$ cat config.mk
export PLATFORM = sky130hd
export DESIGN_NAME = stencil_madd_sched
export DESIGN_NICKNAME = d
export VERILOG_FILES = /design/src/rtl/sms_pkg.sv /design/src/rtl/sms_delay.sv /design/src/rtl/sms_arith_stage.sv /design/src/rtl/sms_issue.sv /design/src/rtl/stencil_madd_sched.sv
export SDC_FILE = /design/constraint.sdc
export NUM_CORES = 1
export LEC_CHECK = 0
export ABC_AREA = 0
export ABC_CLOCK_PERIOD_IN_PS = 8800
export BUFFER_PORTS_ARGS = -buffer_cell sky130_fd_sc_hd__buf_4
export CAP_MARGIN = 20
export CORE_MARGIN = 2
export CORE_UTILIZATION = 54
export DETAILED_ROUTE_END_ITERATION = 7
export PLACE_DENSITY = 0.7
export REMOVE_ABC_BUFFERS = 1
export SLEW_MARGIN = 20
export SYNTH_ARGS = -nofsm -noshare
export SYNTH_HDL_FRONTEND = slang
export SYNTH_SLANG_ARGS = --single-unit
export TNS_END_PERCENT = 20
$ cat constraint.sdc
create_clock -name clk -period 8.8 [get_ports clk]
set_input_delay 0.88 -clock clk [delete_from_list [all_inputs] [get_ports clk]]
set_output_delay 0.88 -clock clk [all_outputs]
set_load 0.005 [all_outputs]
$ cat src/rtl/sms_pkg.sv
package sms_pkg;

  // Issue order of the four neighbour directions; the schedule depends on it.
  typedef enum logic [1:0] {PH_UP = 2'd0, PH_LEFT = 2'd1, PH_RIGHT = 2'd2, PH_DOWN = 2'd3} sms_phase_e;

  function automatic longint sms_clamp(longint v, int w);
    longint hi;
    longint lo;
    hi = (longint'(1) <<< (w - 1)) - 1;
    lo = -hi - 1;
    if (v > hi) return hi;
    if (v < lo) return lo;
    return v;
  endfunction

  // Rounded, saturated fixed-point product.
  function automatic longint sms_mul(longint a, longint b, int w, int frac);
    longint p;
    p = a * b;
    p = p + (longint'(1) <<< (frac - 1));
    p = p >>> frac;
    return sms_clamp(p, w);
  endfunction

  // Saturated sum.
  function automatic longint sms_add(longint a, longint b, int w);
    return sms_clamp(a + b, w);
  endfunction

endpackage

$ cat src/rtl/sms_delay.sv
module sms_delay #(
  parameter int W = 8,
  parameter int N = 1
) (
  input  logic         clk,
  input  logic         rst_n,
  input  logic [W-1:0] d,
  output logic [W-1:0] q
);
  generate
    if (N == 0) begin : g_wire
      assign q = d;
    end else begin : g_sr
      logic [W-1:0] sr [N];
      always_ff @(posedge clk) begin
        if (!rst_n) begin
          for (int i = 0; i < N; i++) sr[i] <= '0;
        end else begin
          sr[0] <= d;
          for (int i = 1; i < N; i++) sr[i] <= sr[i-1];
        end
      end
      assign q = sr[N-1];
    end
  endgenerate
endmodule

$ cat src/rtl/sms_arith_stage.sv
module sms_arith_stage #(
  parameter int DW     = 16,
  parameter int FRAC   = 8,
  parameter int TW     = 8,
  parameter int LAT    = 8,
  parameter bit IS_MUL = 1'b1
) (
  input  logic                 clk,
  input  logic                 rst_n,
  input  logic signed [DW-1:0] a,
  input  logic signed [DW-1:0] b,
  input  logic [TW-1:0]        tag_in,
  output logic signed [DW-1:0] y,
  output logic [TW-1:0]        tag_out
);
  import sms_pkg::*;

  logic signed [DW-1:0] a_q, b_q;
  logic [TW-1:0]        t_q;
  logic [DW-1:0]        y_c;

  always_ff @(posedge clk) begin
    if (!rst_n) begin
      a_q <= '0;
      b_q <= '0;
      t_q <= '0;
    end else begin
      a_q <= a;
      b_q <= b;
      t_q <= tag_in;
    end
  end

  generate
    if (IS_MUL) begin : g_mul
      assign y_c = DW'(sms_mul(longint'(a_q), longint'(b_q), DW, FRAC));
    end else begin : g_add
      assign y_c = DW'(sms_add(longint'(a_q), longint'(b_q), DW));
    end
  endgenerate

  logic [DW+TW-1:0] tail;
  sms_delay #(.W(DW + TW), .N(LAT - 1)) u_tail (
    .clk(clk), .rst_n(rst_n), .d({y_c, t_q}), .q(tail)
  );
  assign y       = tail[DW+TW-1:TW];
  assign tag_out = tail[TW-1:0];
endmodule

$ cat src/rtl/sms_issue.sv
module sms_issue #(
  parameter int ROWS  = 16,
  parameter int LANES = 8,
  parameter int RW    = $clog2(ROWS),
  parameter int LW    = $clog2(LANES),
  parameter int AW    = RW + LW,
  parameter int TW    = 3 + RW + LW
) (
  input  logic          clk,
  input  logic          rst_n,
  input  logic          go,
  output logic          rd_en,
  output logic [AW-1:0] rd_addr,
  output logic [TW-1:0] tag,
  output logic          blank
);
  import sms_pkg::*;

  localparam int CW   = LW + 2 + RW;
  localparam int LAST = ROWS * 4 * LANES - 1;

  logic          run;
  logic [CW-1:0] t;
  logic [LW-1:0] lane;
  logic [1:0]    ph;
  logic [RW-1:0] row;
  int            nr, nc;
  logic          inb;

  always_ff @(posedge clk) begin
    if (!rst_n) begin
      run <= 1'b0;
      t   <= '0;
    end else if (go) begin
      run <= 1'b1;
      t   <= '0;
    end else if (run) begin
      if (t == CW'(LAST)) run <= 1'b0;
      t <= t + 1'b1;
    end
  end

  assign lane = t[LW-1:0];
  assign ph   = t[LW+1:LW];
  assign row  = t[CW-1:LW+2];

  always_comb begin
    nr = int'(row);
    nc = int'(lane);
    unique case (sms_phase_e'(ph))
      PH_UP:    nr = nr - 1;
      PH_LEFT:  nc = nc - 1;
      PH_RIGHT: nc = nc + 1;
      default:  nr = nr + 1;
    endcase
    inb = (nr >= 0) && (nr < ROWS) && (nc >= 0) && (nc < LANES);
  end

  assign rd_en   = run && inb;
  assign rd_addr = inb ? AW'(nr * LANES + nc) : '0;
  assign tag     = {run, ph, row, lane};
  assign blank   = !inb;
endmodule

$ cat src/rtl/stencil_madd_sched.sv
module stencil_madd_sched #(
  parameter int DW    = 16,
  parameter int FRAC  = 8,
  parameter int ROWS  = 16,
  parameter int LANES = 8,
  parameter int RW    = $clog2(ROWS),
  parameter int LW    = $clog2(LANES),
  parameter int AW    = RW + LW
) (
  input  logic                 clk,
  input  logic                 rst_n,
  input  logic                 start,
  input  logic signed [DW-1:0] coef_up,
  input  logic signed [DW-1:0] coef_left,
  input  logic signed [DW-1:0] coef_right,
  input  logic signed [DW-1:0] coef_down,
  output logic                 src_rd_en,
  output logic [AW-1:0]        src_rd_addr,
  input  logic signed [DW-1:0] src_rd_data,
  output logic                 dst_wr_en,
  output logic [AW-1:0]        dst_wr_addr,
  output logic signed [DW-1:0] dst_wr_data,
  output logic                 done
);
  import sms_pkg::*;

  // Pipeline depth equals strip width: this is what makes the rotation line up.
  localparam int DEPTH = LANES;
  localparam int TW    = 3 + RW + LW;   // {valid, phase[1:0], row, lane}

  logic                 busy, go, last_wr, done_q;
  logic signed [DW-1:0] coef_q [4];
  logic [TW-1:0]        iss_tag, r_tag;
  logic                 iss_blank, r_blank;

  assign go = start && !busy;

  sms_issue #(.ROWS(ROWS), .LANES(LANES), .RW(RW), .LW(LW), .AW(AW), .TW(TW)) u_issue (
    .clk(clk), .rst_n(rst_n), .go(go),
    .rd_en(src_rd_en), .rd_addr(src_rd_addr), .tag(iss_tag), .blank(iss_blank)
  );

  always_ff @(posedge clk) begin
    if (!rst_n) begin
      busy    <= 1'b0;
      done_q  <= 1'b0;
      r_tag   <= '0;
      r_blank <= 1'b1;
      for (int i = 0; i < 4; i++) coef_q[i] <= '0;
    end else begin
      if (go) begin
        busy      <= 1'b1;
        coef_q[0] <= coef_up;
        coef_q[1] <= coef_left;
        coef_q[2] <= coef_right;
        coef_q[3] <= coef_down;
      end else if (last_wr) begin
        busy <= 1'b0;
      end
      done_q  <= last_wr;
      r_tag   <= iss_tag;     // aligns the tag with the one-cycle memory read
      r_blank <= iss_blank;
    end
  end

  // Multiplier: operand from memory (or zero off-strip), weight picked by direction.
  logic signed [DW-1:0] m_a, m_b, m_y;
  logic [TW-1:0]        m_tag;
  assign m_a = r_blank ? '0 : src_rd_data;
  assign m_b = coef_q[r_tag[TW-2 -: 2]];

  sms_arith_stage #(.DW(DW), .FRAC(FRAC), .TW(TW), .LAT(DEPTH), .IS_MUL(1'b1)) u_mul (
    .clk(clk), .rst_n(rst_n), .a(m_a), .b(m_b), .tag_in(r_tag), .y(m_y), .tag_out(m_tag)
  );

  // Up-direction products wait one batch for their left-direction partners.
  logic signed [DW-1:0] u_y;
  logic [TW-1:0]        u_tag;
  logic [DW+TW-1:0]     u_word;
  sms_delay #(.W(DW + TW), .N(DEPTH)) u_upbuf (
    .clk(clk), .rst_n(rst_n), .d({m_y, m_tag}), .q(u_word)
  );
  assign u_y   = u_word[DW+TW-1:TW];
  assign u_tag = u_word[TW-1:0];

  // Adder operand select: first sum pairs with the buffered product, later
  // sums take the adder's own output back.
  logic signed [DW-1:0] s_b, a_y;
  logic [TW-1:0]        s_tag, a_tag;
  sms_phase_e           m_ph;
  assign m_ph = sms_phase_e'(m_tag[TW-2 -: 2]);

  always_comb begin
    s_b   = a_y;
    s_tag = m_tag;
    unique case (m_ph)
      PH_UP:   begin s_b = '0; s_tag[TW-1] = 1'b0; end
      PH_LEFT: s_b = u_tag[TW-1] ? u_y : '0;
      default: s_b = a_y;
    endcase
  end

  sms_arith_stage #(.DW(DW), .FRAC(FRAC), .TW(TW), .LAT(DEPTH), .IS_MUL(1'b0)) u_add (
    .clk(clk), .rst_n(rst_n), .a(m_y), .b(s_b), .tag_in(s_tag), .y(a_y), .tag_out(a_tag)
  );

  // Write-back when the down-direction sum leaves the adder.
  assign dst_wr_en   = a_tag[TW-1] && (sms_phase_e'(a_tag[TW-2 -: 2]) == PH_DOWN);
  assign dst_wr_addr = a_tag[RW+LW-1:0];
  assign dst_wr_data = a_y;
  assign last_wr     = dst_wr_en && (dst_wr_addr == AW'(ROWS * LANES - 1));
  assign done        = done_q;
endmodule

# --- Word-level counts from Yosys, hierarchy flattened ---
# Memory sizes are Yosys's and may differ from the RTL's. A register that Yosys moved wholly into a read port is not among the register bits.
# Cells that the tools add are included.
classes:
  addsub: 8
  mul: 1
  n_lt_le_gt_ge: 8
  n_eq_ne: 6
  muxes: 55
  bitwise: 27
  reduce_logical: 17
op_table:
  columns: ["cell", "n"]
  rows:
  - ["$mux W26", 22]
  - ["$mux W16", 11]
  - ["$pmux W32 S2", 2]
  - ["$ge A32 B1 Y1 const B", 2]
  - ["$gt A56 B16 Y1 const B", 1]
  - ["$lt A56 B16 Y1 const B", 1]
  - ["$add A32 B9 Y33 const B", 1]
  - ["$lt A32 B5 Y1 const B", 1]
  - ["$lt A32 B6 Y1 const B", 1]
  - ["$mul A16 B16 Y32", 1]
  - ["$pmux W16 S2", 1]
  - ["$mux W15", 2]
  - ["$or A1 B1 Y1", 26]
  - ["$add A16 B16 Y17", 1]
  - ["$gt A17 B16 Y1 const B", 1]
  - ["$lt A17 B16 Y1 const B", 1]
  - ["$mux W1", 16]
  - ["$add A9 B1 Y9 const B", 1]
  - ["$eq A9 B9 Y1 const B", 1]
  - ["$reduce_or A2 Y1", 4]
  - ["$add A7 B7 Y7", 1]
  - ["$eq A7 B7 Y1 const B", 1]
  - ["$logic_and A1 B1 Y1", 7]
  - ["$mux W7", 1]
  - ["other kinds (10)", 15]
totals:
  register_bits: 91
  ramBits: 636
  inputBits: 83
  output_inout_bits: 33
  elab_cells: 138
  memories: 4
mem_list:
  columns: ["name", "words", "width", "read_ports", "rd_ports_with_merged_regs", "write_ports", "line", "source"]
  rows:
  - ["u_upbuf.g_sr.sr", 8, 26, 8, 0, 8, "sms_delay.sv:14", "logic [W-1:0] sr [N];"]
  - ["u_add.u_tail.g_sr.sr", 7, 26, 7, 0, 7, "sms_delay.sv:14", null]
  - ["u_mul.u_tail.g_sr.sr", 7, 26, 7, 0, 7, "sms_delay.sv:14", null]
  - ["coef_q", 4, 16, 1, 1, 4, "stencil_madd_sched.sv:32", "logic signed [DW-1:0] coef_q [4];"]

# --- Logic depth before layout (Yosys ltp) ---
# Gate-level depths: netlist of the first run.
logic_depth:
  ltp_word: 8
  ltp_mapped: 27

# --- By module ---
# Synthesis of the first run repeated with hierarchy kept, for this count alone.
unflattened:
  hier_cells: 3110
  hier_area_um2: 33985.1
by_module_without_submodules:
  columns: ["module", "n_inst", "cells_each", "area_each_um2", "seq_area_each_um2"]
  rows:
  - ["sms_arith_stage at u_mul", 1, 1301, 11574.9, 840.8]
  - ["sms_delay at u_add.u_tail ...", 2, 384, 5007.3, 3643.5]
  - ["sms_delay at u_upbuf", 1, 465, 5873.1, 4164.0]
  - ["stencil_madd_sched", 1, 237, 3485.8, 2182.1]
  - ["sms_arith_stage at u_add", 1, 214, 2049.5, 840.8]
  - ["sms_issue", 1, 125, 987.2, 200.2]

# --- Worst setup path before layout of the first run ---
# OpenSTA, ideal clock, no wires.
synth_timing:
  kind: "register -> register"
  from: "register u_mul.b_q[1], read port of coef_q"
  to: "memory u_mul.u_tail.g_sr.sr[0][13] in the netlist's numbering"
  setup_ns: 0.123
  arrival_ns: 6.846
  required_ns: 8.677
  path_slack_ns: 1.830
  path_stages_with_launch: 26
  synth_period_minus_slack_ns: 6.970
  path_cell_list: "dfxtp_1 > clkbuf_1 > nand2_1 > inv_1 > fa_1 > inv_1 > fa_1 > inv_1 > fa_1 > inv_1 > fa_1 > inv_1 > fa_1 > inv_1 > fa_1 > inv_1 > ha_1 > and4_1 > or4b_1 > o311ai_0 > a2111oi_0 > a211oi_2 > a211o_1 > o311ai_4 > buf_6 > o21ai_1"
synth_rtl:
  columns: ["element", "line", "source"]
  rows:
  - ["from (decl)", "sms_arith_stage.sv:18", "logic signed [DW-1:0] a_q, b_q;"]
  - ["to (decl)", "sms_delay.sv:14", null]

==> impl_metrics.env, run 1 <==
export IMPL_ir_worst_vdd_v=0.000177
export IMPL_tns_ns=0
export IMPL_dr_first_iter_drc_count=820
export IMPL_syn_cell_area_um2=30500
export IMPL_pwr_share_clk_pct=47.0
export IMPL_grt_ovfl_total=0
export IMPL_synth_area_per_cell_um2=10.9
export IMPL_p_sw_share_pct=20.4
export IMPL_cp_max_fo=16
export IMPL_min_period_ns=8.02
export IMPL_yosys_warnings=0
export IMPL_internal_power_uw=4960
export IMPL_status="finished, final reports clean"
export IMPL_grtUsageTotal_pct=19.3
export IMPL_cts_sinks=655
export IMPL_fill_cells=4683
export IMPL_multiInputGateArea_um2=14800
export IMPL_slowest_stage="o311ai_4"
export IMPL_ant_nets=0
export IMPL_max_slew_margin_rel_pct=30.6
export IMPL_syn2layout_area_growth_pct=11.7
export IMPL_clk_latency_ns=0.60
export IMPL_synth_distinct_cells=71
export IMPL_synth_edf_count=64
export IMPL_min_delay_start="u_mul.u_tail.g_sr.sr[4][7]$_SDFF_PN0_"
export IMPL_routedWlPerCell_um=14.6
export IMPL_dp_slack_ns=0.767
export IMPL_rsz0062_at_grt="no"
export IMPL_min_path_type="reg2reg"
export IMPL_post_synth_top_area_fraction_pct=38.7
export IMPL_diodes=0
export IMPL_synthTopCellsByCount="and2_1 (716), dfxtp_1 (591), inv_1 (365)"
export IMPL_post_route_drc_count=0
export IMPL_clockRootBuffer="clkbuf_16"
export IMPL_r2r_cells=22
export IMPL_p_leak_uw=0.0154
export IMPL_grt_pass1_vias=19200
export IMPL_die_w_um=242
export IMPL_dr_pass1_iters=5
export IMPL_arrival_ns=8.45
export IMPL_synth_mux_area_fraction_pct=1.35
export IMPL_die_area_um2=58500
export IMPL_start_kind="flop"
export IMPL_fin_nets=3319
export IMPL_h_tree_depth=3
export IMPL_powerDensity_nw_per_um2=182
export IMPL_cts_tree="built"
export IMPL_hpwl_um=39200
export IMPL_antenna_found_initial=0
export IMPL_skew_ns=0.0295
export IMPL_clock_path_buffers=3
export IMPL_num_vias=17900
export IMPL_synthXorXnorAreaFrac_pct=1.52
export IMPL_io_buffers=115
export IMPL_finalHoldViolations=0
export IMPL_finalSetupViolCount=0
export IMPL_crit_top_cell="fa_1"
export IMPL_p_comb_share_pct=3.1
export IMPL_synth_ff_type="dfxtp_1"
export IMPL_clk_pin_slew_ns=0.06
export IMPL_gp_congestion=0.857
export IMPL_max_freq_mhz=125
export IMPL_synth_compound_area_share_pct=4.59
export IMPL_power_frac_seq_pct=49.9
export IMPL_fin_crit_sh_pct=91.2
export IMPL_yosys_area_share_simple_pct=18.9
export IMPL_num_io_pins=116
export IMPL_worst_ep_required_time_ns=9.23
export IMPL_regArea_um2=13800
export IMPL_drv_slew=0
export IMPL_r2r_slack_ns=0.78
export IMPL_yosysTopAreaCell="dfxtp_1"
export IMPL_cts_repair_resize_count=0
export IMPL_synth_async_reset_ratio_pct=0
export IMPL_yosysMostFrequentCell="and2_1"
export IMPL_coreArea_um2=56200
export IMPL_ys_ff_latch=655
export IMPL_routed_wirelength_um=53600
export IMPL_grt_max_degree=294
export IMPL_dpl_cell_area_um2=31800
export IMPL_grt_pass1_wl_um=92400
export IMPL_std_cell_rows=87
export IMPL_synthAdderAreaFrac_pct=22.0
export IMPL_viasPerCell=4.89
export IMPL_crit_path_max_incr_delay_ns=0.74
export IMPL_holdPathEnd="u_mul.u_tail.g_sr.sr[5][7]$_SDFF_PN0_"
export IMPL_hold_path_depth=1
export IMPL_worst_pin_slew_ns=1.03
export IMPL_cts_setup_buffers=0
export IMPL_power_net_switching_uw=1270
export IMPL_synthTopCellsByArea="dfxtp_1 (39%), fa_1 (18%), and2_1 (15%)"
export IMPL_drive_gt1_share_pct=9.34
export IMPL_end_kind="flop"
export IMPL_path_class="reg2reg"
export IMPL_netlist_instances=2814
export IMPL_synth_top_family_by_area="adder cells"
export IMPL_start_util_pct=54.4
export IMPL_layout_setup_ws_ns=0.775
export IMPL_reg2reg_to="u_mul.u_tail.g_sr.sr[0][11]$_SDFF_PN0_"
export IMPL_crit_chain="nand2_1 > inv_1 > fa_1 > inv_1 > fa_1 > inv_1 > fa_1 > fa_1 > fa_1 > inv_1 > fa_1 > inv_1 > ha_1 > a21oi_1 > o21ai_0 > nor4b_1 > o211ai_1 > nand2_1 > xnor2_1 > a211o_1 > o311ai_4 > o21ai_0"
export IMPL_yosysSeqAreaShare_pct=45.0
export IMPL_finalInstanceArea_um2=34100
export IMPL_crit_reg2reg_launch="u_mul.a_q[15]$_SDFF_PP0_"
export IMPL_drv_cap=0
export IMPL_cts_hold_buf=0
export IMPL_die_h_um=242
export IMPL_cts_buffers=67
-- worst max-delay path, delay by kind of cell (launching register included) --
family          cells  cell delay (ns)
xor+xnor            1             0.08
flops               1             0.65
simple gates        3             0.84
buf+inv             5             0.79
fa+ha+maj           7             3.54
compound gates      6             1.93
-- cell type report --
type | count | share of cell area, %
repair buffers | 122 | 2.74
clock buffers | 94 | 5.72
well taps | 756 | 2.77
flip-flops and latches | 655 | 40.3
multi-input cells | 1649 | 43.3
inverters | 365 | 4.01
clock inverters | 26 | 1.14
-- sequential cells by signal (all words and copies together), names as in the netlist --
signal and count:
r_blank 1, u_upbuf.g_sr.sr 122, u_mul.u_tail.g_sr.sr 182, r_tag 10, coef_q 64, u_mul.t_q 10
u_add.t_q 9, u_add.b_q 16, busy 1, u_add.a_q 15, u_issue.run 1, u_add.u_tail.g_sr.sr 182
u_mul.a_q 16, done 1, u_mul.b_q 16, u_issue.t 9
-- cell families after synthesis --
group,after synthesis
AOI/OAI and AO/OA,200
muxes,21
xor gates and xnor gates,53
adders and majority gates,376
and+or+nand+nor,999
buffers and inverters,510
DFF,655
-- power groups by stage --
| stage | combinational [µW] | clock, µW | sequential (µW) |
|---|---|---|---|
| 2_1_floorplan | 111 | 0 | 3160 |
| 5_1_grt | 221 | 3130 | 3110 |
| 3_5_place_dp | 198 | 0 | 3170 |
| 3_3_place_gp | 194 | 0 | 3170 |
| 6_report | 193 | 2930 | 3110 |
| 4_1_cts | 199 | 3000 | 3110 |
-- routing by layer --
layer | vias to the layer above | global-route usage, % | wire (µm)
li1 | 8752 | - | -
met1 | 8755 | 23.3 | 22900
met2 | 312 | 34.8 | 27300
met3 | 106 | 3.24 | 1830
met4 | 0 | 6.70 | 1520
met5 | - | 0 | 0
-- cell usage in the layout, fill, tap and decap left out, types with 12 or more instances in the layout --
cell type  count
a22o_1        17
and2_1       716
nand4_1       13
dfxtp_1      591
a21oi_1       45
nor2_1        46
xor2_1        23
a21o_1        14
inv_1        365
nand3_1       15
clkbuf_1      12
mux4_2        16
fa_1         269
clkbuf_16     70
ha_1         107
o21ai_0       39
buf_4        120
nand2_1      163
xnor2_1       30
edfxtp_1      64
-- worst max-delay path by stage --
stage                                         from                                     end  slack [ns]
after floorplan            u_mul.b_q[3]$_SDFF_PN0_  u_mul.u_tail.g_sr.sr[0][10]$_SDFF_PN0_        1.71
after global placement    u_mul.a_q[15]$_SDFF_PP0_  u_mul.u_tail.g_sr.sr[0][24]$_SDFF_PN0_        0.99
after detailed placement   u_mul.b_q[3]$_SDFF_PN0_  u_mul.u_tail.g_sr.sr[0][24]$_SDFF_PN0_        0.77
after CTS                  u_mul.b_q[1]$_SDFF_PN0_  u_mul.u_tail.g_sr.sr[0][24]$_SDFF_PN0_        0.72
after global routing      u_mul.a_q[15]$_SDFF_PP0_  u_mul.u_tail.g_sr.sr[0][24]$_SDFF_PN0_        0.15
final                     u_mul.a_q[15]$_SDFF_PP0_  u_mul.u_tail.g_sr.sr[0][11]$_SDFF_PN0_        0.78
-- per-stage QoR --
step                      instances  hold slack [ns]  power [µW]  util [%]
final                          3667            0.417        6230      60.8
after global routing           3667            0.421        6460      60.8
after CTS                      3667            0.415        6310      60.8
after detailed placement       3547            0.417        3370      56.6
after global placement         3547            0.413        3360      56.6
after floorplan                2669            0.412        3270         -
(Power assumes the default switching activity.)
==> run 2: changes to the inputs <==
- ABC_AREA: 0 -> 1
==> run 2 against run 1 <==
Effect of this change:
- total power up 0.42%
- synthesized cell count is 37% higher
- core utilization fell by 0.31 points
- hold slack worse by 0.045 ns
- combinational power increased by 15%
- sequential share of layout area decreased by 1.7 points
- clock power is essentially flat
==> impl_metrics.env, run 2 <==
export IMPL_viasPerCell=4.48
export IMPL_min_path_type="reg2reg"
export IMPL_fin_crit_sh_pct=78.1
export IMPL_num_io_pins=116
export IMPL_routed_wirelength_um=58800
export IMPL_cp_max_fo=16
export IMPL_skew_ns=0.0527
export IMPL_drive_gt1_share_pct=7.52
export IMPL_die_area_um2=61400
export IMPL_dp_slack_ns=1.94
export IMPL_syn2layout_area_growth_pct=11.0
export IMPL_max_freq_mhz=145
export IMPL_clk_pin_slew_ns=0.06
export IMPL_yosysTopAreaCell="dfxtp_1"
export IMPL_yosys_warnings=0
export IMPL_cts_hold_buf=0
export IMPL_h_tree_depth=3
export IMPL_clk_latency_ns=0.62
export IMPL_status="finished, final reports clean"
export IMPL_cts_buffers=68
export IMPL_grt_max_degree=107
export IMPL_start_util_pct=54.5
export IMPL_worst_pin_slew_ns=0.970
export IMPL_routedWlPerCell_um=12.4
export IMPL_diodes=0
export IMPL_fin_util_pct=60.5
export IMPL_cts_setup_buffers=0
export IMPL_synth_async_reset_ratio_pct=0
export IMPL_max_slew_margin_rel_pct=35.4
export IMPL_ant_nets=0
export IMPL_coreArea_um2=58900
export IMPL_post_route_drc_count=0
export IMPL_clockRootBuffer="clkbuf_16"
export IMPL_gp_congestion=0.882
export IMPL_synthTopCellsByCount="inv_1 (1154), nand2_1 (943), dfxtp_1 (591)"
export IMPL_grt_pass1_vias=20900
export IMPL_finalSetupViolCount=0
export IMPL_drv_slew=0
export IMPL_synth_distinct_cells=54
export IMPL_cts_tree="built"
export IMPL_powerDensity_nw_per_um2=176
export IMPL_yosysSeqAreaShare_pct=42.9
export IMPL_syn_cell_area_um2=32100
export IMPL_p_leak_uw=0.0212
export IMPL_grt_pass1_wl_um=99600
export IMPL_die_w_um=248
export IMPL_end_kind="flop"
export IMPL_grtUsageTotal_pct=20.1
export IMPL_synthTopCellsByArea="dfxtp_1 (37%), fa_1 (17%), inv_1 (14%)"
export IMPL_final_cell_mix="inv_1 (1154), nand2_1 (942), dfxtp_1 (591)"
export IMPL_dr_pass1_iters=5
export IMPL_layout_setup_ws_ns=1.92
export IMPL_layout_commonest_cell="inv_1"
export IMPL_holdWs_ns=0.372
export IMPL_dr_first_iter_drc_count=1111
export IMPL_rsz0062_at_grt="no"
export IMPL_grt_ovfl_total=0
export IMPL_synth_area_per_cell_um2=8.29
export IMPL_start_kind="flop"
export IMPL_ys_ff_latch=655
export IMPL_tns_ns=0
export IMPL_synth_edf_count=64
export IMPL_io_buffers=115
export IMPL_top_regs="u_add.u_tail.g_sr.sr: 182 flops, u_mul.u_tail.g_sr.sr: 182 flops, u_upbuf.g_sr.sr: 122 flops"
export IMPL_netlist_instances=3869
export IMPL_die_h_um=248
export IMPL_synth_ff_type="dfxtp_1"
export IMPL_ir_worst_vdd_v=0.000181
export IMPL_path_class="reg2reg"
export IMPL_post_synth_top_area_fraction_pct=36.9
export IMPL_arrival_ns=7.41
export IMPL_yosysMostFrequentCell="inv_1"
export IMPL_cts_sinks=655
export IMPL_std_cell_rows=89
export IMPL_num_vias=21200
export IMPL_finalHoldViolations=0
export IMPL_antenna_found_initial=0
export IMPL_min_period_ns=6.88
export IMPL_worst_ep_required_time_ns=9.33
export IMPL_cts_repair_resize_count=0
export IMPL_drv_cap=0
export IMPL_fin_nets=4357
export IMPL_clock_path_buffers=3
export IMPL_hpwl_um=43100
[run 2: stage by stage]
| stage | area [µm²] | power (µW) | cells |
|---|---|---|---|
| floorplan | 31300 | 3290 | 3705 |
| global placement | 33200 | 3400 | 4601 |
| detailed placement | 33200 | 3400 | 4601 |
| CTS | 35600 | 6330 | 4725 |
| global route | 35600 | 6480 | 4725 |
| finish | 35600 | 6250 | 4725 |
[run 2: cells by family after synthesis]
group	after synthesis	synth area share, %
buf+inv	1325	15.9
flops	655	42.9
xor+xnor	43	1.22
simple gates	1279	15.8
compound gates	191	3.30
fa+ha+maj	376	21.0
[run 2: worst paths after layout]
check / start / to / slack [ns] / cells after the start
setup reg to reg: u_mul.b_q[7]$_SDFF_PN0_ / u_mul.u_tail.g_sr.sr[0][10]$_SDFF_PN0_ / 1.92 / 25
setup / recovery: u_mul.b_q[7]$_SDFF_PN0_ / u_mul.u_tail.g_sr.sr[0][10]$_SDFF_PN0_ / 1.92 / 25
hold / removal: u_mul.u_tail.g_sr.sr[1][2]$_SDFF_PN0_ / u_mul.u_tail.g_sr.sr[2][2]$_SDFF_PN0_ / 0.37 / 2
hold reg to reg: u_mul.u_tail.g_sr.sr[1][2]$_SDFF_PN0_ / u_mul.u_tail.g_sr.sr[2][2]$_SDFF_PN0_ / 0.37 / 2
[run 2: layout make-up]
cell class / instances / area (µm²)
fillers: 4945 / 23300
flip-flops and latches: 655 / 13800
multi-input cells: 1889 / 13200
inverters: 1161 / 4360
clock buffers: 102 / 2020
well taps: 773 / 967
repair buffers: 123 / 931
clock inverters: 22 / 347
[run 2: critical path, cell delays in order, from the launching register on]
cell and delay [ns]:
dfxtp_1 0.88, nand2_1 0.22, inv_1 0.18, fa_1 0.55
inv_1 0.13, fa_1 0.47, inv_1 0.23, fa_1 0.46
fa_1 0.51, inv_1 0.05, fa_1 0.50, fa_1 0.54
inv_1 0.04, ha_1 0.34, a21oi_1 0.27, a21boi_0 0.21
o21ai_0 0.10, a21oi_1 0.23, nand2_1 0.08, nand2_1 0.06
nand2_1 0.07, nor2_2 0.13, nand3_2 0.12, nand2_4 0.20
nand2_1 0.08, a21oi_1 0.14
[run 2: where the power goes]
group	total, µW	leakage, µW	switching (µW)	internal (µW)
Sequential	3110	0.00547	40.8	3070
Clock	2920	0.00115	1180	1740
Combinational	222	0.0145	141	80.9
Total	6250	0.0212	1360	4890
[run 2: per-layer routing]
metal / part of all wire [%] / track usage (%) / up-vias
met5: 0 / 0 / -
met4: 2.2 / 6.41 / 0
met3: 5.4 / 3.45 / 98
met2: 47 / 33.8 / 473
met1: 46 / 26.6 / 9709
li1: - / - / 10900
